==> src/rtl/irq_bank_pkg.sv <==
package irq_bank_pkg;

    localparam int NSRC  = 32;
    localparam int IDX_W = $clog2(NSRC);
    localparam int ADR_W = 4;

    typedef enum logic [1:0] {
        SEL_FLAGS  = 2'd0,
        SEL_ENABLE = 2'd1,
        SEL_CLEAR  = 2'd2,
        SEL_LEVELS = 2'd3
    } reg_sel_e;

    typedef struct packed {
        logic             we;
        reg_sel_e         sel;
        logic [NSRC-1:0]  data;
    } bus_wr_t;

    function automatic logic [IDX_W-1:0] hi_index(input logic [NSRC-1:0] v);
        logic [IDX_W-1:0] r;
        r = '0;
        for (int i = 0; i < NSRC; i++) begin
            if (v[i]) r = IDX_W'(i);
        end
        return r;
    endfunction

endpackage

==> src/rtl/irq_sync.sv <==
module irq_sync #(
    parameter int W      = 32,
    parameter int STAGES = 2
) (
    input  logic         clk,
    input  logic         rst,
    input  logic [W-1:0] async_in,
    output logic [W-1:0] sync_out
);
    logic [W-1:0] chain [STAGES];

    generate
        for (genvar s = 0; s < STAGES; s++) begin : g_stage
            always_ff @(posedge clk) begin
                if (rst) begin
                    chain[s] <= '0;
                end else if (s == 0) begin
                    chain[s] <= async_in;
                end else begin
                    chain[s] <= chain[(s == 0) ? 0 : s-1];
                end
            end
        end
    endgenerate

    assign sync_out = chain[STAGES-1];
endmodule

==> src/rtl/irq_capture.sv <==
module irq_capture
    import irq_bank_pkg::*;
#(
    parameter logic [NSRC-1:0] EDGE_MASK = '1
) (
    input  logic            clk,
    input  logic            rst,
    input  logic [NSRC-1:0] lvl_sync,
    input  logic            clr_we,
    input  logic [NSRC-1:0] clr_bits,
    output logic [NSRC-1:0] flags_q
);
    logic [NSRC-1:0] prev_q;
    logic [NSRC-1:0] rise;
    logic [NSRC-1:0] clr_eff;

    assign rise    = lvl_sync & ~prev_q & EDGE_MASK;
    assign clr_eff = clr_we ? clr_bits : '0;

    always_ff @(posedge clk) begin
        if (rst) begin
            prev_q  <= '0;
            flags_q <= '0;
        end else begin
            prev_q  <= lvl_sync;
            flags_q <= (flags_q & ~clr_eff) | rise;
        end
    end


    property clr_works_chk;
        @(posedge clk) disable iff (rst)
        clr_we |=> ((flags_q & $past(clr_bits & ~rise)) == '0);
    endproperty
    assert property (clr_works_chk);


    property flag_needs_edge_chk;
        @(posedge clk) disable iff (rst)
        1'b1 |=> (((flags_q & ~$past(flags_q)) & ~$past(rise)) == '0);
    endproperty
    assert property (flag_needs_edge_chk);
endmodule

==> src/rtl/irq_prio.sv <==
module irq_prio
    import irq_bank_pkg::*;
(
    input  logic             clk,
    input  logic             rst,
    input  logic [NSRC-1:0]  pend_vec,
    output logic             irq_valid,
    output logic [IDX_W-1:0] irq_num
);
    always_ff @(posedge clk) begin
        if (rst) begin
            irq_valid <= 1'b0;
            irq_num   <= '0;
        end else begin
            irq_valid <= |pend_vec;
            irq_num   <= hi_index(pend_vec);
        end
    end


    property top_pending_chk;
        @(posedge clk) disable iff (rst)
        irq_valid |-> (($past(pend_vec) >> irq_num) == NSRC'(1));
    endproperty
    assert property (top_pending_chk);
endmodule

==> src/rtl/irq_bank.sv <==
module irq_bank
    import irq_bank_pkg::*;
#(
    parameter logic [31:0] LEVEL_MASK  = 32'h3FF0_0000,
    parameter int          SYNC_STAGES = 2
) (
    input  logic             clk,
    input  logic             rst,
    input  logic             reg_wr,
    input  logic [ADR_W-1:0] reg_addr,
    input  logic [31:0]      reg_wdata,
    output logic [31:0]      reg_rdata,
    input  logic [31:0]      src_in,
    output logic             irq_out,
    output logic [IDX_W-1:0] irq_idx
);
    bus_wr_t         bw;
    logic [NSRC-1:0] lvl_sync;
    logic [NSRC-1:0] flags_q;
    logic [NSRC-1:0] en_q;
    logic [NSRC-1:0] pend;
    reg_sel_e        rsel;

    assign rsel    = reg_sel_e'(reg_addr[3:2]);
    assign bw.we   = reg_wr;
    assign bw.sel  = rsel;
    assign bw.data = reg_wdata;

    irq_sync #(.W(NSRC), .STAGES(SYNC_STAGES)) u_sync (
        .clk      (clk),
        .rst      (rst),
        .async_in (src_in),
        .sync_out (lvl_sync)
    );

    irq_capture #(.EDGE_MASK(~LEVEL_MASK)) u_cap (
        .clk      (clk),
        .rst      (rst),
        .lvl_sync (lvl_sync),
        .clr_we   (bw.we && bw.sel == SEL_CLEAR),
        .clr_bits (bw.data),
        .flags_q  (flags_q)
    );

    always_ff @(posedge clk) begin
        if (rst) begin
            en_q <= '0;
        end else if (bw.we && bw.sel == SEL_ENABLE) begin
            en_q <= bw.data;
        end
    end

    assign pend = (flags_q | (lvl_sync & LEVEL_MASK)) & en_q;

    irq_prio u_prio (
        .clk       (clk),
        .rst       (rst),
        .pend_vec  (pend),
        .irq_valid (irq_out),
        .irq_num   (irq_idx)
    );

    always_comb begin
        unique case (rsel)
            SEL_FLAGS:  reg_rdata = flags_q;
            SEL_ENABLE: reg_rdata = en_q;
            SEL_CLEAR:  reg_rdata = '0;
            SEL_LEVELS: reg_rdata = lvl_sync;
            default:    reg_rdata = '0;
        endcase
    end


    property en_readback_chk;
        @(posedge clk) disable iff (rst)
        (reg_wr && rsel == SEL_ENABLE) |=> (en_q == $past(reg_wdata));
    endproperty
    assert property (en_readback_chk);


    property all_off_quiet_chk;
        @(posedge clk) disable iff (rst)
        (en_q == '0) |=> !irq_out;
    endproperty
    assert property (all_off_quiet_chk);
endmodule

==> config.mk <==
export PLATFORM = sky130hd
export DESIGN_NAME = irq_bank
export DESIGN_NICKNAME = d
export VERILOG_FILES = /design/src/rtl/irq_bank_pkg.sv /design/src/rtl/irq_sync.sv /design/src/rtl/irq_capture.sv /design/src/rtl/irq_prio.sv /design/src/rtl/irq_bank.sv
export SDC_FILE = /design/constraint.sdc
export NUM_CORES = 1
export LEC_CHECK = 0
export BUFFER_PORTS_ARGS = -buffer_cell sky130_fd_sc_hd__clkbuf_2
export CAP_MARGIN = 20
export CORE_MARGIN = 2
export CORE_UTILIZATION = 59
export DETAILED_ROUTE_END_ITERATION = 7
export GPL_TIMING_DRIVEN = 0
export PLACE_DENSITY_LB_ADDON = 0.12
export SLEW_MARGIN = 20
export SYNTH_ARGS = -nofsm -noshare
export SYNTH_HDL_FRONTEND = slang
export SYNTH_SLANG_ARGS = --single-unit
==> constraint.sdc <==
create_clock -name clk -period 4.5 [get_ports clk]
set_clock_uncertainty 0.2 [all_clocks]
set_input_delay 0.9 -clock clk [delete_from_list [all_inputs] [get_ports clk]]
set_output_delay 0.9 -clock clk [all_outputs]
set_load 0.03 [all_outputs]
==> results of run 1 <==
## stage by stage
stage	total power (uW)	setup slack (ps)	hold slack (ps)
2_1_floorplan	1635	1297	213.8
3_3_place_gp	1724	1028	215.9
3_5_place_dp	1732	990.7	222.0
4_1_cts	3161	952.0	232.3
5_1_grt	3263	840.0	251.3
6_report	3157	906.1	230.2
## worst max-delay path, cell delays in order
cell and delay, ps:
clkbuf_2 180, and2_1 150, clkbuf_1 180, clkbuf_1 570, nand2_1 130, o21ai_0 130, clkbuf_2 250
## sequential cells by signal, indices dropped and copies added, names as in the netlist
signal / cells
u_cap.flags_q: 32
u_cap.prev_q: 22
en_q: 32
u_sync.chain: 64
u_prio.irq_num: 5
u_prio.irq_valid: 1
## power by group through the flow
| stage | Clock, uW | Combinational [uW] | Sequential [uW] |
|---|---|---|---|
| floorplan | 0 | 141 | 1490 |
| global placement | 0 | 229 | 1500 |
| detailed placement | 0 | 234 | 1500 |
| CTS | 1460 | 236 | 1470 |
| global route | 1530 | 259 | 1480 |
| finish | 1450 | 238 | 1470 |
## area by class of cell
cell class,instances,area [um^2]
Clock inverter,12,162.7
Clock buffer,20,445.4
Multi-Input combinational cell,479,2606
Fill cell,762,2534
Buffer,39,163.9
Sequential cell,156,3123
Tap cell,133,166.4
Timing Repair Buffer,104,520.5
Inverter,2,7.507
## path summary, 6_finish.rpt
check | start | end | slack [ps] | depth (start not counted)
max reg2reg | u_cap.flags_q[29] | u_prio.irq_valid | 2620 | 4
min | u_sync.chain[0][19] | u_sync.chain[1][19] | 230 | 1
min reg2reg | u_sync.chain[0][19] | u_sync.chain[1][19] | 230 | 1
max | reg_addr[3] | reg_rdata[17] | 910 | 7
## cells by family after synthesis
family | count (synthesis) | share of synthesized area
and+or+nand+nor | 307 | 0.2538
DFF | 156 | 0.5293
muxes | 32 | 0.05428
AOI/OAI and AO/OA | 140 | 0.1336
buffers and inverters | 41 | 0.02905
## cell usage after synthesis (all sizes together), types with 2 or more instances
master / number / area share
nand3: 5 / 0.0042
and2: 3 / 0.0032
a22o: 2 / 0.0030
nand2: 141 / 0.090
a32o: 2 / 0.0036
nand4: 3 / 0.0032
a22oi: 8 / 0.010
nand2b: 12 / 0.013
nor2: 29 / 0.018
dfxtp: 156 / 0.53
a21oi: 69 / 0.059
a221oi: 3 / 0.0055
buf: 14 / 0.012
a211oi: 2 / 0.0025
clkbuf: 25 / 0.016
mux2i: 32 / 0.054
inv: 2 / 0.0013
nor2b: 109 / 0.12
a31oi: 2 / 0.0021
o21ai: 46 / 0.039
## metal layers
layer | track usage | share of wire | up-vias
li1 | - | - | 2490
met1 | 0.3764 | 0.43 | 2424
met2 | 0.4798 | 0.47 | 236
met3 | 0.06767 | 0.079 | 35
met4 | 0.1197 | 0.021 | 0
met5 | 0 | 0 | -
==> results.cfg, run 1 <==
[cells_and_area]
drive_gt1_frac = 0.1897
diodes = 0
fin_cells = 945
synthToLayoutAreaGrowth_pct = 21.95
fin_nets = 870
final_area_um2 = 7196
most-common-layout-cells = dfxtp_1 (156), nand2_1 (141), nor2b_1 (109)
final_common_cell = dfxtp_1
final_util = 0.7396

[global_route]
grt_pass1_vias = 5052
antenna_found_initial = 0
grt_max_degree = 17
grtUsageTotal = 0.2936
grt_pass1_wl_um = 24940
grt_remaining_overflow = 0

[route]
wl_um = 15370
avgRoutedWirePerCell_um = 16.27
drc = 0
ant_nets = 0
via_per_inst = 5.487
first_iter_violations = 385
firstDrtPassIters = 6
via_count = 5185

[yosys]
syn_inst = 676
synth_nets = 747
synthArstFlopShare = 0
synth_edf_count = 0
synth.lib_cells_used.distinct = 34
synth_seq_cells = 156
syn_avg_cell_area_um2 = 8.729
syn_area_um2 = 5901
ys.flop_type = dfxtp_1
yosysSeqAreaShare = 0.5293
yosysWarnings = 0

[sta]
fin_crit_ps = 3594
fin_crit_sh = 0.7986
slew_headroom = 0.5290
fmax_mhz = 278.3
rsz0062_at_grt = false
drv_slew = 0
tns_ps = 0
finalSetupViolCount = 0
tightest_slew_ps = 706.5
hold_violations = 0

[clocking]
cts_buffers = 17
cts_setup_buffers = 0
clock_path_buffers = 2
htreeDepth = 4
holdBufCountCts = 0
cts_tree = done
root_buffer = clkbuf_8
clk_pin_slew_worst_paths_ps = 60
clock_latency_ps = 530
post_cts_resize_count = 0
cts_sinks = 156

[power_and_ir_drop]
switching_share = 0.2377
vdd_ir_drop_max_v = 0.0002518
p_leak_uw = 0.003054
p_int_uw = 2407
pwr-share-clk = 0.459
pwr-share-seq = 0.466
power_switching_uw = 750.5
pwr-share-comb = 0.075
power_density_nw_per_um2 = 438.7

[worst_hold_path]
hp-class = reg -> reg

[place]
portBuffers = 104
placed_cell_area_um2 = 6588
dp_cells = 913
dp_hpwl_um = 10550
place.gp.congestion = 0.8717

[die]
fp.dieH_um = 104.0
io_pins = 109
row_count = 36
core_um2 = 9729
fp.dieW_um = 104.0
start_util = 0.6065
die_area_um2 = 10820

[critical_path]
criticalPathCategory = in -> out
end_kind = primary output
cp_max_fo = 10
crit_arrival_ps = 2490
critical_path_required_ps = 3400
cp-start-kind = input port

[outcome]
status = complete, no violations

[flow_run]
cap_violations = 0
(Power assumes the default switching activity.)
==> run 2: changes to the inputs <==
CORE_UTILIZATION = 55   (was 59)
clock period = 3.7 ns   (was 4.5 ns; I/O delays follow)
==> results.cfg, run 2 (same netlist as run 1, synthesis figures left out) <==
[critical_path]
critPathMaxStageDelay_ps = 520
r2r_end = u_prio.irq_num[0]
critical_path_required_ps = 2760
end_kind = primary output
cp-start-kind = input port
crit_family = buffers and inverters
endpoint = reg_rdata[21]
path_cells = clkbuf_2, and2_1, clkbuf_1, clkbuf_1, nand2_1, o21ai_0, clkbuf_2
cp.depth = 7
ff2ff_path_depth = 5
cp-startpoint = reg_addr[3]
crit_arrival_ps = 2270
slowest_stage = clkbuf_1
reg2reg_from = u_sync.chain[1][20]
path_buf_inv = 4
cp_max_fo = 10
reg2reg_slack_ps = 1740
criticalPathCategory = in -> out

[sta]
fin_crit_ps = 3215
tightest_slew_ps = 683.4
finalSetupViolCount = 0
rsz0062_at_grt = false
fmax_mhz = 311.1
slew_headroom = 0.5444
tns_ps = 0
fin_crit_sh = 0.8689
drv_slew = 0
hold_violations = 0

[cells_and_area]
ff_latch_area_um2 = 3123
largest_reg_flops = 64
most-common-layout-cells = dfxtp_1 (156), nand2_1 (141), nor2b_1 (109)
reg.largest.list = u_sync.chain (64), en_q (32), u_cap.flags_q (32)
n_fill_cell = 883
multi_input_area_um2 = 2606
regMostFlops = u_sync.chain
fin_nets = 870
diodes = 0
synthToLayoutAreaGrowth_pct = 21.88
final_common_cell = dfxtp_1
drive_gt1_frac = 0.1874
final_area_um2 = 7192

[power_and_ir_drop]
pwr-share-comb = 0.075
pwr-share-clk = 0.457
power_density_nw_per_um2 = 531.8
p_leak_uw = 0.003074
p_int_uw = 2967
pwr-share-seq = 0.467
vdd_ir_drop_max_v = 0.0004206
power_switching_uw = 857.1
switching_share = 0.2241

[clocking]
clock_path_buffers = 2
clk_pin_slew_worst_paths_ps = 60
root_buffer = clkbuf_8
cts_sinks = 156
cts_tree = done
post_cts_resize_count = 0
cts_buffers = 17
cts_setup_buffers = 0
holdBufCountCts = 0
htreeDepth = 4
clock_latency_ps = 540

[place]
place.gp.congestion = 0.8798
placed_cell_area_um2 = 6591
dp_hpwl_um = 10680
portBuffers = 104

[route]
first_iter_violations = 295
drc = 0
met1_length_um = 6523
avgRoutedWirePerCell_um = 16.08
dr_wl_met3_um = 1117
top_layer = met4
ant_nets = 0
via_count = 5199
firstDrtPassIters = 5
via_per_inst = 5.490
wl_um = 15230
wl_met2_um = 7268

[global_route]
grtUsageTotal = 0.2748
grt_pass1_wl_um = 24190
grt_pass1_vias = 4967
grt_remaining_overflow = 0
grt_max_degree = 17
antenna_found_initial = 0

[worst_hold_path]
worstHoldStart = reg_wdata[20]
hp-class = in -> reg

[die]
start_util = 0.5690
row_count = 37
die_area_um2 = 11570
fp.dieH_um = 107.6
fp.dieW_um = 107.6
io_pins = 109
core_um2 = 10370

[outcome]
status = complete, no violations

[flow_run]
cap_violations = 0
==> run 2: changes by cell type in the layout (fill, tap and decap cells not counted), sizes merged <==
cell      change
inv           -2
clkbuf        +4
clkinv        +2
clkinvlp      -5
==> run 2: area by class of cell <==
type	instances	share of cell area
buffer	39	0.02279
clock buffer	24	0.06820
clock inverter	7	0.01531
inverter	2	0.001044
multi-input combinational	479	0.3624
sequential	156	0.4342
tap	136	0.02366
timing repair buffer	104	0.07237
==> run 2: worst min path at each step <==
stage          cells after the start             endpoint  slack, ps
3_3_place_gp                       1   u_sync.chain[1][8]        220
3_5_place_dp                       1  u_sync.chain[1][20]        220
2_1_floorplan                      1   u_sync.chain[1][0]        210
4_1_cts                            2    u_cap.flags_q[20]        170
5_1_grt                            2    u_cap.flags_q[23]        190
6_report                           2    u_cap.flags_q[20]        190
==> run 2: per-stage QoR <==
step                utilization  hold slack, ps  cells  total power [uW]  setup slack (ps)
floorplan                     -           213.8    676              1989             817.3
global placement         0.6356           216.4    916              2098             548.7
detailed placement       0.6356           223.9    916              2107             526.4
CTS                      0.6935           172.4    947              3842             520.6
global route             0.6935           186.3    947              3937             381.4
finish                   0.6935           185.8    947              3824             485.1
==> run 2: worst reg2reg max path, stage by stage, from the launching register on <==
cell	delay (ps)
dfxtp_1	310
o21ai_0	440
o21ai_0	260
a21oi_1	270
a211oi_1	110
a221oi_1	270
==> run 2: metal layers <==
layer,vias to the layer above,GRT usage
met2,198,0.4614
met3,26,0.06659
li1,2491,-
met1,2484,0.3354
met5,-,0
met4,0,0.1181
==> run 2: power groups by stage <==
| stage | Clock [uW] | Combinational (uW) | Sequential (uW) |
|---|---|---|---|
| after floorplan | 0 | 172 | 1820 |
| after global placement | 0 | 279 | 1820 |
| after detailed placement | 0 | 285 | 1820 |
| after CTS | 1770 | 287 | 1790 |
| after global routing | 1830 | 315 | 1790 |
| final | 1750 | 288 | 1790 |
==> run 3: changes to the inputs <==
CTS_BUF_LIST = sky130_fd_sc_hd__clkbuf_16   (was not set)
==> results.cfg, run 3 (same netlist as run 1, synthesis figures left out) <==
[global_route]
grt_max_degree = 17
grt_pass1_wl_um = 24140
grt.met1_usage = 0.3367
grt_remaining_overflow = 0
antenna_found_initial = 0
use_met3 = 0.06901
met2_usage = 0.4614
busiest_layer = met2
grtUsageTotal = 0.2743
grt_pass1_vias = 4952

[die]
fp.dieW_um = 107.6
start_util = 0.5690
io_pins = 109
die_area_um2 = 11570
fp.dieH_um = 107.6
core_um2 = 10370
row_count = 37

[sta]
tightest_slew_ps = 702.4
rsz0062_at_grt = false
fin_crit_ps = 3210
fmax_mhz = 311.5
slew_headroom = 0.5318
finalSetupViolCount = 0
hold_violations = 0
layout_setup_ws_ps = 489.5
fin_crit_sh = 0.8677
tns_ps = 0
drv_slew = 0

[critical_path]
cp-start-kind = input port
criticalPathCategory = in -> out
critPathMaxStageDelay_ps = 530
cp_max_fo = 10
ff2ff_path_depth = 5
crit_arrival_ps = 2270
path_buf_inv = 4
path_cells = clkbuf_2, and2_1, clkbuf_1, clkbuf_1, nand2_1, o21ai_0, clkbuf_2
critical_path_required_ps = 2760
end_kind = primary output
cp.depth = 7
crit_family = buffers and inverters
slowest_stage = clkbuf_1

[clocking]
clock_latency_ps = 420
post_cts_resize_count = 0
cts_sinks = 156
htreeDepth = 4
clk_pin_slew_worst_paths_ps = 50
root_buffer = clkbuf_16
holdBufCountCts = 0
cts_setup_buffers = 0
cts_tree = done
cts_buffers = 17
clock_path_buffers = 2

[outcome]
status = complete, no violations

[place]
portBuffers = 104
placed_cell_area_um2 = 6591
place.gp.congestion = 0.8798
dp_hpwl_um = 10680
dp_slack_ps = 526.4

[power_and_ir_drop]
power_density_nw_per_um2 = 523.1
pwr-share-clk = 0.445
pwr-share-comb = 0.077
vdd_ir_drop_max_v = 0.0004149
pwr-share-seq = 0.478
p_int_uw = 2890
p_total_uw = 3742
switching_share = 0.2277
power_switching_uw = 852.2
p_leak_uw = 0.003060

[cells_and_area]
synthToLayoutAreaGrowth_pct = 21.23
n_fill_cell = 888
fin_nets = 870
diodes = 0
drive_gt1_frac = 0.1813
reg.largest.list = u_sync.chain (64), en_q (32), u_cap.flags_q (32)
most-common-layout-cells = dfxtp_1 (156), nand2_1 (141), nor2b_1 (109)
largest_reg_flops = 64
regMostFlops = u_sync.chain
final_area_um2 = 7153
final_common_cell = dfxtp_1

[worst_hold_path]
hold_path_depth = 1
hp-class = reg -> reg

[route]
firstDrtPassIters = 6
ant_nets = 0
wl_um = 15150
avgRoutedWirePerCell_um = 16.00
first_iter_violations = 294
drc = 0
via_per_inst = 5.487
via_count = 5196

[flow_run]
cap_violations = 0
-- run 3: worst register-to-register path, stage by stage, from the launching register on --
cell,delay [ps]
dfxtp_1,310
o21ai_0,420
o21ai_0,260
a21oi_1,270
a211oi_1,120
a221oi_1,280
-- run 3: per-stage QoR --
| stage | utilization | hold WS (ps) | std cells |
|---|---|---|---|
| final | 0.6898 | 235.5 | 947 |
| after global routing | 0.6898 | 251.9 | 947 |
| after CTS | 0.6898 | 237.3 | 947 |
| after detailed placement | 0.6356 | 223.9 | 916 |
| after global placement | 0.6356 | 216.4 | 916 |
| after floorplan | - | 213.8 | 676 |
-- run 3: final timing paths --
path,from,to,slack (ps)
worst min register to register,u_sync.chain[0][9],u_sync.chain[1][9],240
worst min-delay path,u_sync.chain[0][9],u_sync.chain[1][9],240
worst max-delay path,reg_addr[3],reg_rdata[21],490
worst max register to register,u_sync.chain[1][20],u_prio.irq_num[0],1750
-- run 3: area by class of cell --
class	count	area, um^2	area share
Tap cell	136	170.2	0.02379
Inverter	2	7.507	0.001050
Timing Repair Buffer	104	520.5	0.07277
Buffer	39	163.9	0.02291
Clock buffer	17	425.4	0.05947
Sequential cell	156	3123	0.4366
Multi-Input combinational cell	479	2606	0.3644
Clock inverter	14	136.4	0.01907
-- run 3: per-layer routing --
layer	part of all wire	wire length (um)
met5	0	0
met4	0.018	272
met3	0.070	1056
met2	0.48	7205
met1	0.44	6621
-- run 3: power by group through the flow --
stage | logic, uW | clock network (uW) | registers (uW)
finish | 288 | 1670 | 1790
global route | 314 | 1750 | 1790
CTS | 287 | 1690 | 1790
detailed placement | 285 | 0 | 1820
global placement | 279 | 0 | 1820
floorplan | 172 | 0 | 1820
